### src/rtl/spi_rs_pkg.sv
package spi_rs_pkg;
   localparam int BYTE_W = 8;
   localparam int IDX_W  = 3;

   typedef enum logic [2:0] {
      PH_ADDR = 3'd0,
      PH_PTR  = 3'd1,
      PH_WR   = 3'd2,
      PH_RD   = 3'd3,
      PH_SKIP = 3'd4
   } phase_t;
endpackage

### src/rtl/spi_rs_sync.sv
module spi_rs_sync #(
   parameter int               WIDTH   = 1,
   parameter int               STAGES  = 2,
   parameter logic [WIDTH-1:0] RST_VAL = '0
) (
   input  logic             clk,
   input  logic             rst_n,
   input  logic [WIDTH-1:0] d,
   output logic [WIDTH-1:0] q
);
   logic [STAGES-1:0][WIDTH-1:0] chain;

   always_ff @(posedge clk or negedge rst_n) begin
      if (!rst_n) begin
         for (int s = 0; s < STAGES; s++) chain[s] <= RST_VAL;
      end else begin
         chain[0] <= d;
         for (int s = 1; s < STAGES; s++) chain[s] <= chain[s-1];
      end
   end

   assign q = chain[STAGES-1];
endmodule

### src/rtl/spi_rs_frame.sv
module spi_rs_frame import spi_rs_pkg::*; #(
   parameter int         AW        = 4,
   parameter logic [6:0] CHIP_ADDR = 7'b0010000
) (
   input  logic              clk,
   input  logic              rst_n,
   input  logic              active,
   input  logic              sclk_s,
   input  logic              mosi_s,
   output logic              sclk_fall,
   output logic [IDX_W-1:0]  bit_idx,
   output phase_t            phase,
   output logic [AW-1:0]     ptr,
   output logic [BYTE_W-1:0] wdata,
   output logic              we
);
   localparam logic [AW-1:0]    PTR_ONE  = AW'(1);
   localparam logic [IDX_W-1:0] IDX_LAST = IDX_W'(BYTE_W - 1);

   logic              sclk_q;
   logic              sclk_rise;
   logic [6:0]        sh;
   logic [BYTE_W-1:0] byte_val;

   assign sclk_rise = active &  sclk_s & ~sclk_q;
   assign sclk_fall = active & ~sclk_s &  sclk_q;
   assign byte_val  = {sh, mosi_s};

   always_ff @(posedge clk or negedge rst_n) begin
      if (!rst_n) begin
         sclk_q  <= 1'b0;
         sh      <= '0;
         bit_idx <= '0;
         phase   <= PH_ADDR;
         ptr     <= '0;
         wdata   <= '0;
         we      <= 1'b0;
      end else begin
         sclk_q <= sclk_s;
         we     <= 1'b0;
         if (we) ptr <= ptr + PTR_ONE;
         if (!active) begin
            bit_idx <= '0;
            phase   <= PH_ADDR;
         end else if (sclk_rise) begin
            sh      <= byte_val[6:0];
            bit_idx <= bit_idx + IDX_W'(1);
            if (bit_idx == IDX_LAST) begin
               unique case (phase)
                  PH_ADDR: begin
                     if (byte_val[7:1] == CHIP_ADDR)
                        phase <= byte_val[0] ? PH_RD : PH_PTR;
                     else
                        phase <= PH_SKIP;
                  end
                  PH_PTR: begin
                     ptr   <= byte_val[AW-1:0];
                     phase <= PH_WR;
                  end
                  PH_WR: begin
                     we    <= 1'b1;
                     wdata <= byte_val;
                  end
                  PH_RD:   ptr <= ptr + PTR_ONE;
                  default: ;
               endcase
            end
         end
      end
   end
endmodule

### src/rtl/spi_rs_tx.sv
module spi_rs_tx import spi_rs_pkg::*; (
   input  logic              clk,
   input  logic              rst_n,
   input  logic              shift_en,
   input  logic              load,
   input  logic [BYTE_W-1:0] rdata,
   output logic              bit_out
);
   logic [BYTE_W-1:0] tx_sh;

   always_ff @(posedge clk or negedge rst_n) begin
      if (!rst_n)        tx_sh <= '0;
      else if (shift_en) tx_sh <= load ? rdata : {tx_sh[BYTE_W-2:0], 1'b0};
   end

   assign bit_out = tx_sh[BYTE_W-1];
endmodule

### src/rtl/spi_addr_regslave.sv
module spi_addr_regslave import spi_rs_pkg::*; #(
   parameter int         AW          = 4,
   parameter int         SYNC_STAGES = 2,
   parameter logic [6:0] CHIP_ADDR   = 7'b0010000
) (
   input  logic              clk,
   input  logic              rst_n,
   input  logic              spi_en,
   input  logic              cs_n,
   input  logic              sclk,
   input  logic              mosi,
   output logic              miso,
   output logic              miso_oe,
   output logic [AW-1:0]     reg_addr,
   output logic [BYTE_W-1:0] reg_wdata,
   output logic              reg_we,
   input  logic [BYTE_W-1:0] reg_rdata
);
   localparam int SYNC_W = 4;

   if (AW < 1 || AW > BYTE_W) begin : g_bad_aw
      $error("AW must lie in 1..8");
   end
   if (SYNC_STAGES < 2) begin : g_bad_sync
      $error("SYNC_STAGES must be at least 2");
   end

   logic [SYNC_W-1:0] sync_q;
   logic              en_s, mosi_s, sclk_s, cs_s;
   logic              active;
   logic              sclk_fall;
   logic [IDX_W-1:0]  bit_idx;
   phase_t            phase;
   logic              tx_shift, tx_load;

   spi_rs_sync #(
      .WIDTH   (SYNC_W),
      .STAGES  (SYNC_STAGES),
      .RST_VAL (4'b0001)
   ) u_sync (
      .clk   (clk),
      .rst_n (rst_n),
      .d     ({spi_en, mosi, sclk, cs_n}),
      .q     (sync_q)
   );

   assign {en_s, mosi_s, sclk_s, cs_s} = sync_q;
   assign active = en_s & ~cs_s;

   spi_rs_frame #(
      .AW        (AW),
      .CHIP_ADDR (CHIP_ADDR)
   ) u_frame (
      .clk       (clk),
      .rst_n     (rst_n),
      .active    (active),
      .sclk_s    (sclk_s),
      .mosi_s    (mosi_s),
      .sclk_fall (sclk_fall),
      .bit_idx   (bit_idx),
      .phase     (phase),
      .ptr       (reg_addr),
      .wdata     (reg_wdata),
      .we        (reg_we)
   );

   assign tx_shift = sclk_fall && (phase == PH_RD);
   assign tx_load  = (bit_idx == '0);

   spi_rs_tx u_tx (
      .clk      (clk),
      .rst_n    (rst_n),
      .shift_en (tx_shift),
      .load     (tx_load),
      .rdata    (reg_rdata),
      .bit_out  (miso)
   );

   assign miso_oe = (phase == PH_RD);
endmodule

### config.mk
export PLATFORM = sky130hd
export DESIGN_NAME = spi_addr_regslave
export DESIGN_NICKNAME = d
export VERILOG_FILES = /design/src/rtl/spi_rs_pkg.sv /design/src/rtl/spi_rs_sync.sv /design/src/rtl/spi_rs_frame.sv /design/src/rtl/spi_rs_tx.sv /design/src/rtl/spi_addr_regslave.sv
export SDC_FILE = /design/constraint.sdc
export NUM_CORES = 1
export LEC_CHECK = 0
export BUFFER_PORTS_ARGS = -buffer_cell sky130_fd_sc_hd__buf_2
export CAP_MARGIN = 5
export CORE_UTILIZATION = 55
export DETAILED_ROUTE_END_ITERATION = 8
export GPL_TIMING_DRIVEN = 1
export PLACE_DENSITY = 0.78
export RECOVER_POWER = 50
export SYNTH_ARGS = -nofsm -noshare
export SYNTH_HDL_FRONTEND = slang
export SYNTH_SLANG_ARGS = --single-unit
### constraint.sdc
create_clock -name clk -period 4 [get_ports clk]
set_input_delay 0.8 -clock clk [delete_from_list [all_inputs] [get_ports clk]]
set_output_delay 0.8 -clock clk [all_outputs]
set_load 0.02 [all_outputs]
# Word-level counts from Yosys, hierarchy flattened
# Cells that the tools add are included.
[op_classes]
n_addsub = 2
eq_ne = 8
muxes = 18
bitwise_logic = 8
n_reduce_logical = 6
[ops]
columns = ["cell", "count"]
rows = [
  ["$mux 3", 6],
  ["$mux 4", 4],
  ["$mux 8", 1],
  ["$pmux 4 s2", 1],
  ["$eq 7x5->1 const B", 1],
  ["$eq 3x2->1 const B", 2],
  ["$logic_not 3->1", 2],
  ["$pmux 3 s2", 1],
  ["$and 1x1->1", 5],
  ["$add 4x1->4 const B", 1],
  ["$mux 1", 4],
  ["$ne 2x2->1 const B", 2],
  ["$reduce_and 4->1", 1],
  ["$add 3x1->3 const B", 1],
  ["$eq 3x1->1 const B", 1],
  ["$eq 3x3->1 const B", 1],
  ["$ne 3x3->1 const B", 1],
  ["$not 1->1", 3],
  ["$reduce_and 3->1", 1],
  ["$mux 2", 1],
  ["$reduce_and 2->1", 1],
  ["$logic_and 1x1->1", 1],
]
[totals]
reg_bits = 43
in_bits = 14
out_inout_bits = 15
elab_cells = 52

# Depth between registers and ports, before layout
# Gate-level depths: netlist (run 1).
[depth]
word_depth = 6
depth_mapped = 6
mapped_depth_nobuf = 5

# Cells and area by module
# Synthesis (run 1) repeated with hierarchy kept, for this count alone.
[unflattened]
hier_cells = 154
area_unflattened_um2 = 1875.5
[modules_own_cells]
columns = ["mod", "n_inst", "cells_each", "area_per_inst_um2", "seq_area_each_um2"]
rows = [
  ["spi_rs_frame", 1, 103, 1236.2, 675.6],
  ["spi_rs_tx", 1, 35, 375.4, 200.2],
  ["spi_rs_sync", 1, 12, 232.7, 202.7],
  ["spi_addr_regslave", 1, 4, 31.3, 0.0],
]

# Worst setup path after synthesis (run 1)
# Ideal clock, no wire load.
[synth_timing]
kind = "reg-to-reg"
start = "register u_frame.sclk_q"
end = "register u_frame.wdata[0]"
setup_time_ns = 0.125
t_arrival_ns = 1.618
required_time_ns = 3.875
setup_slack_ns = 2.257
path_stages_with_launch = 6
path_buffers = 1
synth_period_minus_slack_ns = 1.743
cell_sequence = "dfrtp_1 > and4bb_2 > nand3b_4 > or3b_1 > buf_6 > mux2_4"
[synth_via]
elab_chain_len = 3
[synth_lines]
columns = ["item", "line", "source"]
rows = [
  ["from (decl)", "spi_rs_frame.sv:20", "logic sclk_q;"],
  ["from (signal assigned)", "spi_rs_frame.sv:39", "sclk_q <= sclk_s;"],
  ["$not 1->1", "spi_rs_frame.sv:25", "assign sclk_rise = active & sclk_s & ~sclk_q;"],
  ["$and 1x1->1", "spi_rs_frame.sv:25", ""],
  ["$reduce_and 4->1 (no source line)", "n/a", ""],
  ["to (signal assigned)", "spi_rs_frame.sv:62", "wdata <= byte_val;"],
  ["to (decl)", "spi_rs_frame.sv:14", "output logic [BYTE_W-1:0] wdata,"],
]
# Every way passes these cells.
# A chain may end at the register's enable or synchronous reset.

==> impl_results.html, run 1 <==
<table>
<tr><th>Metric</th><th>Value</th></tr>
<tr><th colspan="2">Run status</th></tr>
<tr><td>Run status</td><td>finished with violations</td></tr>
<tr><td>Violated checks</td><td>max-capacitance violations, max-slew violations</td></tr>
<tr><th colspan="2">Placed design</th></tr>
<tr><td>HPWL after detailed placement</td><td>2180 um</td></tr>
<tr><td>Instance count after placement with tap cells included</td><td>225</td></tr>
<tr><td>Total of buffers placed on input and output ports</td><td>28</td></tr>
<tr><td>Final weighted congestion in routability-driven placement</td><td>about 0.73</td></tr>
<tr><td>Placed cell areas</td><td>about 2000 um^2</td></tr>
<tr><th colspan="2">Timing</th></tr>
<tr><td>Final critical delay including setup and external delays</td><td>2.28 ns</td></tr>
<tr><td>Final clock skew</td><td>between 0.009 and 0.01 ns</td></tr>
<tr><td>Share of the clock period used by the worst path</td><td>roughly 57%</td></tr>
<tr><td>Number of max-slew violations in the final report</td><td>44</td></tr>
<tr><td>Setup violations, final</td><td>0</td></tr>
<tr><td>Worst max-slew margin expressed relative to the limit</td><td>-42.5%</td></tr>
<tr><td>Total Neg Setup Slack</td><td>0 ns</td></tr>
<tr><td>RSZ-0062 raised after global routing</td><td>false</td></tr>
<tr><td>Count of endpoints failing hold in the final timing report</td><td>0</td></tr>
<tr><td>Maximum frequency from static timing analysis</td><td>roughly 0.44 GHz</td></tr>
<tr><td>Worst Tran Pin Value</td><td>around 2.1 ns</td></tr>
<tr><th colspan="2">Yosys</th></tr>
<tr><td>List of most frequent post-synthesis cells</td><td>dfrtp_1, nand2_1, o21ai_0</td></tr>
<tr><td>Post-Syn Area</td><td>1860 um^2</td></tr>
<tr><td>Asr flop ratio synth</td><td>100%</td></tr>
<tr><td>Synthesis-stage register bit count</td><td>43</td></tr>
<tr><td>Area share of the leading cell type in the synthesized netlist</td><td>55.1%</td></tr>
<tr><td>Top cells by area, synth</td><td>dfrtp_1, mux2_4, nand2_1, o21ai_0, mux2i_1</td></tr>
<tr><td>Number of enable flip-flop cells after synthesis</td><td>0</td></tr>
<tr><td>Top flip-flop cell by instance count after synthesis</td><td>dfrtp_1</td></tr>
<tr><td>Synthesized area divided by synthesized cell count</td><td>11.7 um^2</td></tr>
<tr><td>Post-synthesis instance total</td><td>159</td></tr>
<tr><td>Yosys warning total</td><td>0</td></tr>
<tr><td>Count leader, synth</td><td>dfrtp_1</td></tr>
<tr><td>Distinct cell type count of the synthesized netlist</td><td>33</td></tr>
<tr><td>Portion of the post-synthesis area used by sequential elements</td><td>58.0%</td></tr>
<tr><td>Library cell occupying the most area in the post-synthesis netlist</td><td>dfrtp_1</td></tr>
<tr><td>Net Count, Synth</td><td>177</td></tr>
<tr><th colspan="2">Power and ir drop</th></tr>
<tr><td>Leakage power summed over all cells</td><td>1.14 nW</td></tr>
<tr><td>Worst vdd ir</td><td>0.000216 V</td></tr>
<tr><td>Post-layout power</td><td>about 0.7 mW</td></tr>
<tr><td>Power per unit of standard cell area</td><td>339 nW/um^2</td></tr>
<tr><th colspan="2">Global routing</th></tr>
<tr><td>Initial antenna violation count</td><td>0</td></tr>
<tr><td>Global-route wire length before repair</td><td>4870 um</td></tr>
<tr><td>Maximum number of pins on one net before global-route repair</td><td>44</td></tr>
<tr><td>Leftover overflow at the end of global routing</td><td>0</td></tr>
<tr><td>GRT Resource Usage Total</td><td>19.2%</td></tr>
<tr><td>Vias in the first global route</td><td>1124</td></tr>
<tr><th colspan="2">Layout</th></tr>
<tr><td>Fraction of layout instances using a drive strength above 1</td><td>24.9%</td></tr>
<tr><td>Core Util, Final</td><td>roughly two thirds</td></tr>
<tr><td>Total Nets Final</td><td>a little over 200</td></tr>
<tr><td>Synthesis-to-layout area growth</td><td>11.5%</td></tr>
<tr><td>Number of standard cells in the final layout excluding fillers</td><td>233</td></tr>
<tr><td>Number of inserted diodes</td><td>0</td></tr>
<tr><td>Final Instance Area</td><td>2070 um^2</td></tr>
<tr><th colspan="2">CTS</th></tr>
<tr><td>Count of hold-fix buffers inserted at cts</td><td>0</td></tr>
<tr><td>H-tree Lvls</td><td>2</td></tr>
<tr><td>Total CTS buffers</td><td>5</td></tr>
<tr><td>Post-CTS setup buffer count</td><td>0</td></tr>
<tr><td>Post-CTS clock slew at the launch and capture registers of the worst setup and hold paths</td><td>0.11 ns</td></tr>
<tr><td>Num Clock Sinks</td><td>43</td></tr>
<tr><td>Latest clock arrival within the worst-skew pair</td><td>about 0.35 ns</td></tr>
<tr><td>Post-cts sizing count</td><td>0</td></tr>
<tr><td>Buffer depth of the longest clock path</td><td>2</td></tr>
<tr><td>TritonCTS clock tree</td><td>yes</td></tr>
<tr><td>Clock root buffer</td><td>clkbuf_4</td></tr>
<tr><th colspan="2">Run</th></tr>
<tr><td>Max-Cap Viols</td><td>1</td></tr>
<tr><th colspan="2">Hold path</th></tr>
<tr><td>Classification of the worst-slack hold path</td><td>register to register</td></tr>
<tr><th colspan="2">Critical path</th></tr>
<tr><td>Highest cell delay on the worst timing path</td><td>~1.5 ns</td></tr>
<tr><td>Worst path arrival time</td><td>between 2 and 2.5 ns</td></tr>
<tr><td>CP Cell Sequence</td><td>clkbuf_1</td></tr>
<tr><td>Sum of buffers and inverters on the critical path</td><td>1</td></tr>
<tr><td>Crit Path Class</td><td>primary input to async pin</td></tr>
<tr><td>Worst path required time</td><td>just over 4 ns</td></tr>
<tr><td>CP delay by family, top</td><td>buffers and inverters</td></tr>
<tr><td>Slowest cell on crit path</td><td>clkbuf_1</td></tr>
<tr><td>Worst setup SP type</td><td>primary input</td></tr>
<tr><td>Crit path max fanout</td><td>43</td></tr>
<tr><td>Worst setup EP type</td><td>async pin</td></tr>
<tr><th colspan="2">Route</th></tr>
<tr><td>Vias per cell</td><td>roughly 5.2</td></tr>
<tr><td>Vias after detailed routing</td><td>1221</td></tr>
<tr><td>Number of detailed-route iterations in the first pass</td><td>4</td></tr>
<tr><td>Number of remaining DRC errors</td><td>0</td></tr>
<tr><td>Routed wirelength normalized by instance count</td><td>12.8 um</td></tr>
<tr><td>First DRT Iteration DRCs</td><td>39</td></tr>
<tr><td>WL final</td><td>2990 um</td></tr>
<tr><td>Routed Antenna Nets</td><td>0</td></tr>
<tr><th colspan="2">Floorplan</th></tr>
<tr><td>Overall die area</td><td>3620 um^2</td></tr>
<tr><td>Die span in y</td><td>approximately 60 um</td></tr>
<tr><td>Area of the core</td><td>around 3100 um^2</td></tr>
<tr><td>Effective utilization at floorplan</td><td>between 50% and 60%</td></tr>
<tr><td>Row Count</td><td>20</td></tr>
<tr><td>Number of top-level design ports</td><td>29</td></tr>
<tr><td>Overall die width</td><td>about 60 um</td></tr>
</table>
[area by class of cell]
| class | instances | area (um^2) |
|---|---|---|
| inverter | 8 | 30.0 |
| clock buffer | 7 | 45.0 |
| clock inverter | 1 | 5.00 |
| tap | 44 | 55.1 |
| multi-input combinational | 102 | 722 |
| timing repair buffer | 28 | 139 |
| sequential | 43 | 1080 |
| fill | 252 | 1050 |
[state kept, by name, indices dropped and copies added, names as in the netlist]
register / cells
u_frame.bit_idx: 3
u_frame.phase: 3
u_frame.ptr: 4
u_frame.sclk_q: 1
u_frame.sh: 7
u_frame.wdata: 8
u_frame.we: 1
u_sync.chain: 4
u_sync.q: 4
u_tx.tx_sh: 8
[final timing paths]
check / depth (start not counted) / to / start / slack, ns
worst max-delay path: 1 / u_frame.phase[1] / rst_n / 1.72
worst min-delay path: 0 / u_sync.q[3] / u_sync.chain[3] / 0.36
worst max register to register: 4 / u_frame.wdata[6] / u_frame.sclk_q / 1.78
worst min register to register: 0 / u_sync.q[3] / u_sync.chain[3] / 0.36
max in group clk: 4 / u_frame.wdata[6] / u_frame.sclk_q / 1.78
min in group asynchronous: 1 / u_frame.wdata[0] / rst_n / 1.06
[kinds of logic after synthesis]
kind of cell	share of synthesized area, %
adder cells (fa/ha/maj)	2.69
multiplexers	10.8
flip-flops	58.0
XOR/XNOR	1.41
AO/OA/AOI/OAI	8.34
buffers and inverters	3.23
AND/OR/NAND/NOR	15.5
[per-layer routing]
metal / vias up / wire (um) / global-route usage (%)
met5: - / 0 / 0
met4: 0 / 35 / 8.64
met3: 4 / 124 / 7.36
met2: 24 / 1440 / 30.3
met1: 587 / 1390 / 23.1
li1: 606 / - / -
[power by group]
group / leakage [nW] / switching, mW / internal [mW] / total [mW]
combinational: 0.575 / 0.0251 / 0.0167 / 0.0418
sequential: 0.532 / 0.0147 / 0.452 / 0.467
clock: 0.0293 / 0.125 / 0.0685 / 0.194
[placed cells by master (no fill, tap or decap)]
cell / n
and4bb_1: 1
nand3_1: 1
nor4_1: 2
buf_2: 27
o21a_1: 3
nand4b_1: 1
o21ai_0: 16
and3b_1: 1
nor2_1: 3
clkbuf_1: 3
or4b_1: 1
nand2_1: 29
mux2_4: 8
a221oi_1: 4
nand3b_4: 1
xnor2_1: 3
nor4b_1: 1
ha_1: 4
mux2i_1: 7
or2_2: 1
nor2b_1: 4
mux2_2: 1
clkbuf_4: 5
dfstp_2: 2
nand4_1: 2
dfrtp_1: 41
nor3_1: 2
clkinv_2: 1
or3b_1: 1
and2_0: 1
a31o_2: 1
nor3b_1: 1
o31a_1: 1
inv_1: 8
and3_1: 1
[metrics by stage]
step | hold WS [ns] | setup WS, ns
after global placement | 0.332 | 1.96
after floorplan | 0.331 | 2.26
final | 0.358 | 1.72
after CTS | 0.362 | 1.87
after global routing | 0.351 | 1.28
after detailed placement | 0.336 | 1.89
Note: power is estimated with default switching activity, not from simulation.
==> inputs of run 2 (changes only) <==
Settings changed: CORE_UTILIZATION 55 to 50, PLACE_DENSITY 0.78 to 0.74.
Clock period 4 ns to 1.95 ns, I/O delays scaled along.
==> run 2 against run 1 <==
  * The flow now finishes without violations
  * Critical path depth increased by 4
  * Worst setup slack lost 1.6 ns
  * Global-route usage shrank 0.42 points
  * Sequential share of layout area decreased by 2.1 points
  * Sequential cell count unchanged
  * Clock power rose to 3.2 times the previous value
  * Cell area up 4.3%
==> impl_results.html, run 2 (synthesized netlist as in run 1, its figures left out) <==
<table>
<tr><th>Metric</th><th>Value</th></tr>
<tr><th colspan="2">Placed design</th></tr>
<tr><td>HPWL after detailed placement</td><td>2360 um</td></tr>
<tr><td>Instance count after placement with tap cells included</td><td>231</td></tr>
<tr><td>Total of buffers placed on input and output ports</td><td>28</td></tr>
<tr><td>Final weighted congestion in routability-driven placement</td><td>slightly below 0.9</td></tr>
<tr><th colspan="2">Route</th></tr>
<tr><td>Vias per cell</td><td>5.41</td></tr>
<tr><td>Routed wirelength normalized by instance count</td><td>13.9 um</td></tr>
<tr><td>WL final</td><td>3320 um</td></tr>
<tr><td>Routed Antenna Nets</td><td>0</td></tr>
<tr><td>First DRT Iteration DRCs</td><td>52</td></tr>
<tr><td>Number of remaining DRC errors</td><td>0</td></tr>
<tr><td>Vias after detailed routing</td><td>1292</td></tr>
<tr><td>Number of detailed-route iterations in the first pass</td><td>4</td></tr>
<tr><th colspan="2">Layout</th></tr>
<tr><td>Fill cell total of the finished layout</td><td>between 200 and 300</td></tr>
<tr><td>Number of inserted diodes</td><td>0</td></tr>
<tr><td>Fraction of layout instances using a drive strength above 1</td><td>29.0%</td></tr>
<tr><td>Leading cell type in the layout, fill and taps excluded</td><td>dfrtp_1</td></tr>
<tr><td>Synthesis-to-layout area growth</td><td>16.3%</td></tr>
<tr><td>Core Util, Final</td><td>between 60% and 70%</td></tr>
<tr><td>Total Nets Final</td><td>210</td></tr>
<tr><td>Largest registers</td><td>u_frame.wdata x8, u_tx.tx_sh x8, u_frame.sh x7</td></tr>
<tr><td>Number of standard cells in the final layout excluding fillers</td><td>239</td></tr>
<tr><td>Highest-count cells in the layout ignoring fill and taps</td><td>dfrtp_1, nand2_1, buf_2</td></tr>
<tr><th colspan="2">Floorplan</th></tr>
<tr><td>Overall die width</td><td>63 um</td></tr>
<tr><td>Overall die area</td><td>between 3000 and 4000 um^2</td></tr>
<tr><td>Row Count</td><td>21</td></tr>
<tr><td>Effective utilization at floorplan</td><td>54.1%</td></tr>
<tr><td>Area of the core</td><td>3440 um^2</td></tr>
<tr><td>Number of top-level design ports</td><td>29</td></tr>
<tr><td>Die span in y</td><td>63 um</td></tr>
<tr><th colspan="2">Timing</th></tr>
<tr><td>Worst max-slew margin expressed relative to the limit</td><td>a little under a third</td></tr>
<tr><td>Setup violations, final</td><td>0</td></tr>
<tr><td>Final critical delay including setup and external delays</td><td>1.81 ns</td></tr>
<tr><td>Maximum frequency from static timing analysis</td><td>around 0.55 GHz</td></tr>
<tr><td>Worst Tran Pin Value</td><td>1.03 ns</td></tr>
<tr><td>Hold WS</td><td>roughly 0.19 ns</td></tr>
<tr><td>Number of max-slew violations in the final report</td><td>0</td></tr>
<tr><td>Total Neg Setup Slack</td><td>0 ns</td></tr>
<tr><td>RSZ-0062 raised after global routing</td><td>false</td></tr>
<tr><td>Final clock skew</td><td>0.00765 ns</td></tr>
<tr><td>Count of endpoints failing hold in the final timing report</td><td>0</td></tr>
<tr><td>Share of the clock period used by the worst path</td><td>92.9%</td></tr>
<tr><th colspan="2">Critical path</th></tr>
<tr><td>Highest cell delay on the worst timing path</td><td>0.49 ns</td></tr>
<tr><td>Worst setup EP type</td><td>register</td></tr>
<tr><td>Crit path top cell by count</td><td>ha_1</td></tr>
<tr><td>Crit Path Class</td><td>register to register</td></tr>
<tr><td>Worst path arrival time</td><td>2.00 ns</td></tr>
<tr><td>Worst path required time</td><td>about 2.1 ns</td></tr>
<tr><td>CP Cell Sequence</td><td>ha_1 -&gt; ha_1 -&gt; nand3b_4 -&gt; or3b_4 -&gt; mux2_4</td></tr>
<tr><td>Slowest cell on crit path</td><td>or3b_4</td></tr>
<tr><td>Worst setup SP type</td><td>register</td></tr>
<tr><td>Crit path max fanout</td><td>9</td></tr>
<tr><th colspan="2">CTS</th></tr>
<tr><td>TritonCTS clock tree</td><td>yes</td></tr>
<tr><td>Post-CTS clock slew at the launch and capture registers of the worst setup and hold paths</td><td>0.08 ns</td></tr>
<tr><td>Total CTS buffers</td><td>5</td></tr>
<tr><td>Latest clock arrival within the worst-skew pair</td><td>0.30 ns</td></tr>
<tr><td>H-tree Lvls</td><td>2</td></tr>
<tr><td>Num Clock Sinks</td><td>43</td></tr>
<tr><td>Clock root buffer</td><td>clkbuf_8</td></tr>
<tr><td>Buffer depth of the longest clock path</td><td>2</td></tr>
<tr><th colspan="2">Run</th></tr>
<tr><td>Max-Cap Viols</td><td>0</td></tr>
<tr><th colspan="2">Power and ir drop</th></tr>
<tr><td>Leakage power summed over all cells</td><td>1.18 nW</td></tr>
<tr><td>Post-layout power</td><td>between 1.5 and 2 mW</td></tr>
<tr><td>Power per unit of standard cell area</td><td>roughly 770 nW/um^2</td></tr>
<tr><td>Worst vdd ir</td><td>0.000508 V</td></tr>
<tr><th colspan="2">Hold path</th></tr>
<tr><td>Classification of the worst-slack hold path</td><td>primary input to register</td></tr>
<tr><th colspan="2">Global routing</th></tr>
<tr><td>Initial antenna violation count</td><td>0</td></tr>
<tr><td>Vias in the first global route</td><td>1265</td></tr>
<tr><td>Maximum number of pins on one net before global-route repair</td><td>44</td></tr>
<tr><td>Global-route wire length before repair</td><td>5620 um</td></tr>
<tr><td>Leftover overflow at the end of global routing</td><td>0</td></tr>
<tr><td>GRT Resource Usage Total</td><td>18.8%</td></tr>
<tr><th colspan="2">Run status</th></tr>
<tr><td>Run status</td><td>completed</td></tr>
</table>
-- run 2: changes by cell type in the layout (fill, tap and decap cells not counted), sizes merged --
| cell | previous run | this run |
|---|---|---|
| buf | 27 | 31 |
| clkbuf | 8 | 9 |
| clkinv | 1 | 0 |
-- run 2: what timing repair did --
action	in CTS	in global routing
setup buffers	0	0
endpoints found under the hold margin	0	0
endpoints found under the setup margin	8	1
gates resized for setup	1	1
hold buffers	0	0
-- run 2: final timing paths --
check / slack, ns / cells past startpoint / to / from
min reg2reg: 0.35 / 0 / u_sync.q[3] / u_sync.chain[3]
min: 0.19 / 1 / u_sync.chain[2] / mosi
max in group asynchronous: 0.96 / 2 / u_frame.sclk_q / rst_n
min in group asynchronous: 0.34 / 2 / u_frame.wdata[0] / rst_n
max: 0.14 / 5 / u_frame.wdata[2] / u_frame.bit_idx[1]
max reg2reg: 0.14 / 5 / u_frame.wdata[2] / u_frame.bit_idx[1]
-- run 2: critical path: cells and delay by family (launching register included) --
kind	cells	cell delay, ns
muxes	1	0.33
DFF	1	0.37
adders and majority gates	2	0.40
and+or+nand+nor	2	0.61
-- run 2: cell type report --
cell class / instances / area [um^2] / area share, %
timing repair buffer: 32 / 168 / 7.75
clock buffer: 8 / 100 / 4.63
inverter: 8 / 30.0 / 1.39
tap: 46 / 57.6 / 2.66
sequential: 43 / 1080 / 49.9
multi-input combinational: 102 / 729 / 33.7
-- run 2: per-layer routing --
| layer | track usage [%] | vias up | wire (um) |
|---|---|---|---|
| met5 | 0 | - | 0 |
| met4 | 10.5 | 0 | 74 |
| met3 | 4.93 | 7 | 135 |
| met2 | 29.3 | 28 | 1650 |
| met1 | 23.5 | 648 | 1460 |
| li1 | - | 609 | - |
-- run 2: report_power, final --
| part | total (mW) | internal [mW] | leakage (nW) | switching (mW) |
|---|---|---|---|---|
| Combinational | 0.0955 | 0.0383 | 0.597 | 0.0572 |
| Sequential | 0.957 | 0.927 | 0.532 | 0.0298 |
| Clock | 0.614 | 0.323 | 0.0515 | 0.291 |
| Total | 1.67 | 1.29 | 1.18 | 0.378 |
-- run 2: stage by stage --
stage               setup slack (ns)  area, um^2
floorplan                      0.207        1860
global placement              0.0609        2060
detailed placement          -0.00791        2060
CTS                           0.0928        2160
global route                 0.00942        2160
finish                         0.138        2160
==> inputs of run 3 (changes only) <==
Settings changed: BUFFER_PORTS_ARGS -buffer_cell sky130_fd_sc_hd__buf_2 to unset, CORE_UTILIZATION 50 to 55, DONT_BUFFER_PORTS set to 1, PLACE_DENSITY 0.74 to 0.73.
==> run 3 against run 2 <==
  * Core utilization grew 1.3 points
  * Die area is 8.8% lower
  * Combinational power decreased by 14%
  * Clock skew grew 0.011 ns
  * Largest power group unchanged
==> impl_results.html, run 3 (synthesized netlist as in run 1, its figures left out) <==
<table>
<tr><th>Metric</th><th>Value</th></tr>
<tr><th colspan="2">Global routing</th></tr>
<tr><td>Leftover overflow at the end of global routing</td><td>0</td></tr>
<tr><td>Maximum number of pins on one net before global-route repair</td><td>44</td></tr>
<tr><td>GRT Resource Usage Total</td><td>20.1%</td></tr>
<tr><td>Global-route wire length before repair</td><td>5220 um</td></tr>
<tr><td>Initial antenna violation count</td><td>0</td></tr>
<tr><td>Vias in the first global route</td><td>1177</td></tr>
<tr><th colspan="2">Layout</th></tr>
<tr><td>Largest registers</td><td>u_frame.wdata x8, u_tx.tx_sh x8, u_frame.sh x7</td></tr>
<tr><td>Synthesis-to-layout area growth</td><td>7.80%</td></tr>
<tr><td>Leading cell type in the layout, fill and taps excluded</td><td>dfrtp_1</td></tr>
<tr><td>Number of inserted diodes</td><td>0</td></tr>
<tr><td>Total Nets Final</td><td>185</td></tr>
<tr><td>Highest-count cells in the layout ignoring fill and taps</td><td>dfrtp_1, nand2_1, o21ai_0</td></tr>
<tr><td>Number of standard cells in the final layout excluding fillers</td><td>212</td></tr>
<tr><td>Fraction of layout instances using a drive strength above 1</td><td>approximately 18%</td></tr>
<tr><th colspan="2">Timing</th></tr>
<tr><td>Maximum frequency from static timing analysis</td><td>0.539 GHz</td></tr>
<tr><td>Total Neg Setup Slack</td><td>0 ns</td></tr>
<tr><td>Final clock skew</td><td>0.0183 ns</td></tr>
<tr><td>Number of max-slew violations in the final report</td><td>0</td></tr>
<tr><td>Setup violations, final</td><td>0</td></tr>
<tr><td>RSZ-0062 raised after global routing</td><td>false</td></tr>
<tr><td>Count of endpoints failing hold in the final timing report</td><td>0</td></tr>
<tr><td>Worst max-slew margin expressed relative to the limit</td><td>~33%</td></tr>
<tr><td>Worst Tran Pin Value</td><td>1.01 ns</td></tr>
<tr><td>Final critical delay including setup and external delays</td><td>1.86 ns</td></tr>
<tr><td>Share of the clock period used by the worst path</td><td>between 90% and 100%</td></tr>
<tr><th colspan="2">Critical path</th></tr>
<tr><td>Worst flop-to-flop path endpoint</td><td>u_frame.wdata[6]</td></tr>
<tr><td>CP Cell Sequence</td><td>ha_1 -&gt; ha_2 -&gt; nand3b_4 -&gt; or3b_1 -&gt; buf_4 -&gt; mux2_4</td></tr>
<tr><td>Crit Path Class</td><td>register to register</td></tr>
<tr><td>Worst setup EP type</td><td>register</td></tr>
<tr><td>Worst path required time</td><td>2.19 ns</td></tr>
<tr><td>Worst path arrival time</td><td>2.10 ns</td></tr>
<tr><td>Register-to-Register Setup Slack</td><td>0.09 ns</td></tr>
<tr><td>Highest cell delay on the worst timing path</td><td>~0.4 ns</td></tr>
<tr><td>Startpoint of the worst register-to-register path</td><td>u_frame.bit_idx[1]</td></tr>
<tr><td>Crit path max fanout</td><td>9</td></tr>
<tr><td>Worst R2R Path Depth</td><td>6</td></tr>
<tr><td>Slowest cell on crit path</td><td>dfrtp_1</td></tr>
<tr><td>Worst setup SP type</td><td>register</td></tr>
<tr><th colspan="2">Hold path</th></tr>
<tr><td>Startpoint of the worst hold path</td><td>cs_n</td></tr>
<tr><td>Classification of the worst-slack hold path</td><td>primary input to register</td></tr>
<tr><td>Number of instances on the worst hold path</td><td>0</td></tr>
<tr><td>End of the worst hold path</td><td>u_sync.chain[0]</td></tr>
<tr><th colspan="2">Floorplan</th></tr>
<tr><td>Effective utilization at floorplan</td><td>59.5%</td></tr>
<tr><td>Overall die width</td><td>60.2 um</td></tr>
<tr><td>Area of the core</td><td>3130 um^2</td></tr>
<tr><td>Die span in y</td><td>approximately 60 um</td></tr>
<tr><td>Overall die area</td><td>3620 um^2</td></tr>
<tr><td>Row Count</td><td>20</td></tr>
<tr><td>Number of top-level design ports</td><td>29</td></tr>
<tr><th colspan="2">Route</th></tr>
<tr><td>First DRT Iteration DRCs</td><td>49</td></tr>
<tr><td>Vias after detailed routing</td><td>1180</td></tr>
<tr><td>Vias per cell</td><td>5.57</td></tr>
<tr><td>Routed wirelength normalized by instance count</td><td>14.7 um</td></tr>
<tr><td>Number of remaining DRC errors</td><td>0</td></tr>
<tr><td>Routed Antenna Nets</td><td>0</td></tr>
<tr><td>WL final</td><td>3110 um</td></tr>
<tr><td>Number of detailed-route iterations in the first pass</td><td>4</td></tr>
<tr><th colspan="2">Power and ir drop</th></tr>
<tr><td>Worst vdd ir</td><td>slightly above 0.0005 V</td></tr>
<tr><td>Power per unit of standard cell area</td><td>between 700 and 800 nW/um^2</td></tr>
<tr><td>Leakage power summed over all cells</td><td>1.03 nW</td></tr>
<tr><th colspan="2">CTS</th></tr>
<tr><td>TritonCTS clock tree</td><td>yes</td></tr>
<tr><td>H-tree Lvls</td><td>2</td></tr>
<tr><td>Post-CTS clock slew at the launch and capture registers of the worst setup and hold paths</td><td>0.13 ns</td></tr>
<tr><td>Buffer depth of the longest clock path</td><td>2</td></tr>
<tr><td>Total CTS buffers</td><td>5</td></tr>
<tr><td>Latest clock arrival within the worst-skew pair</td><td>0.36 ns</td></tr>
<tr><td>Num Clock Sinks</td><td>43</td></tr>
<tr><td>Clock root buffer</td><td>clkbuf_4</td></tr>
<tr><th colspan="2">Run status</th></tr>
<tr><td>Run status</td><td>completed</td></tr>
<tr><th colspan="2">Placed design</th></tr>
<tr><td>HPWL after detailed placement</td><td>2170 um</td></tr>
<tr><td>Instance count after placement with tap cells included</td><td>202</td></tr>
<tr><td>Total of buffers placed on input and output ports</td><td>0</td></tr>
<tr><td>Final weighted congestion in routability-driven placement</td><td>0.790</td></tr>
<tr><th colspan="2">Run</th></tr>
<tr><td>Max-Cap Viols</td><td>0</td></tr>
</table>
[run 3: where the power goes]
| group | internal, mW | switching, mW | total (mW) |
|---|---|---|---|
| Combinational | 0.0315 | 0.0510 | 0.0825 |
| Sequential | 0.927 | 0.0335 | 0.961 |
| Clock | 0.139 | 0.280 | 0.420 |
[run 3: routing by layer]
| layer | global-route usage [%] | vias to the layer above | part of all wire (%) |
|---|---|---|---|
| met5 | 0 | - | 0 |
| met4 | 8.64 | 0 | 1.1 |
| met2 | 31.9 | 34 | 45 |
| met1 | 24.9 | 580 | 46 |
| met3 | 6.71 | 4 | 6.9 |
| li1 | - | 562 | - |
[run 3: area by class of cell]
class                           instances  area (um^2)
Fill cell                             250         1120
Sequential cell                        43         1080
Multi-Input combinational cell        102          736
Tap cell                               44         55.1
Timing Repair Buffer                    7         52.6
Clock buffer                            6         41.3
Inverter                                8         30.0
Clock inverter                          2         12.5
[run 3: what timing repair did]
action,in CTS,in global routing
gates resized for setup,0,3
setup endpoints to repair,0,3
endpoints found under the hold margin,43,0
buffers inserted,0,0
hold buffers,2,0
[run 3: how the worst max path moves through the flow]
stage	from	end	depth (start not counted)
after global placement	u_sync.q[0]	u_frame.ptr[1]	5
after global routing	u_frame.sh[2]	u_frame.phase[0]	4
after floorplan	u_frame.sclk_q	u_frame.wdata[0]	5
final	u_frame.bit_idx[1]	u_frame.wdata[6]	6
after detailed placement	u_sync.q[0]	u_frame.ptr[0]	5
after CTS	u_sync.q[0]	u_frame.ptr[0]	5
[run 3: per-stage QoR]
stage	setup slack (ns)	area, um^2	hold slack [ns]	power [mW]	utilization (%)
after floorplan	0.207	1860	0.0944	1.01	-
after global placement	0.131	1920	0.0955	1.03	61.5
after detailed placement	0.0877	1920	0.0954	1.04	61.5
after CTS	0.0670	2010	0.0171	1.47	64.2
after global routing	0.00528	2010	0.00858	1.53	64.1
final	0.0934	2010	0.0315	1.46	64.1
[run 3: critical path, delay by kind of cell (launching register included)]
kind / cells / cell delay, ns
adders and majority gates: 2 / 0.38
DFF: 1 / 0.40
buffers and inverters: 1 / 0.20
and+or+nand+nor: 2 / 0.45
muxes: 1 / 0.30
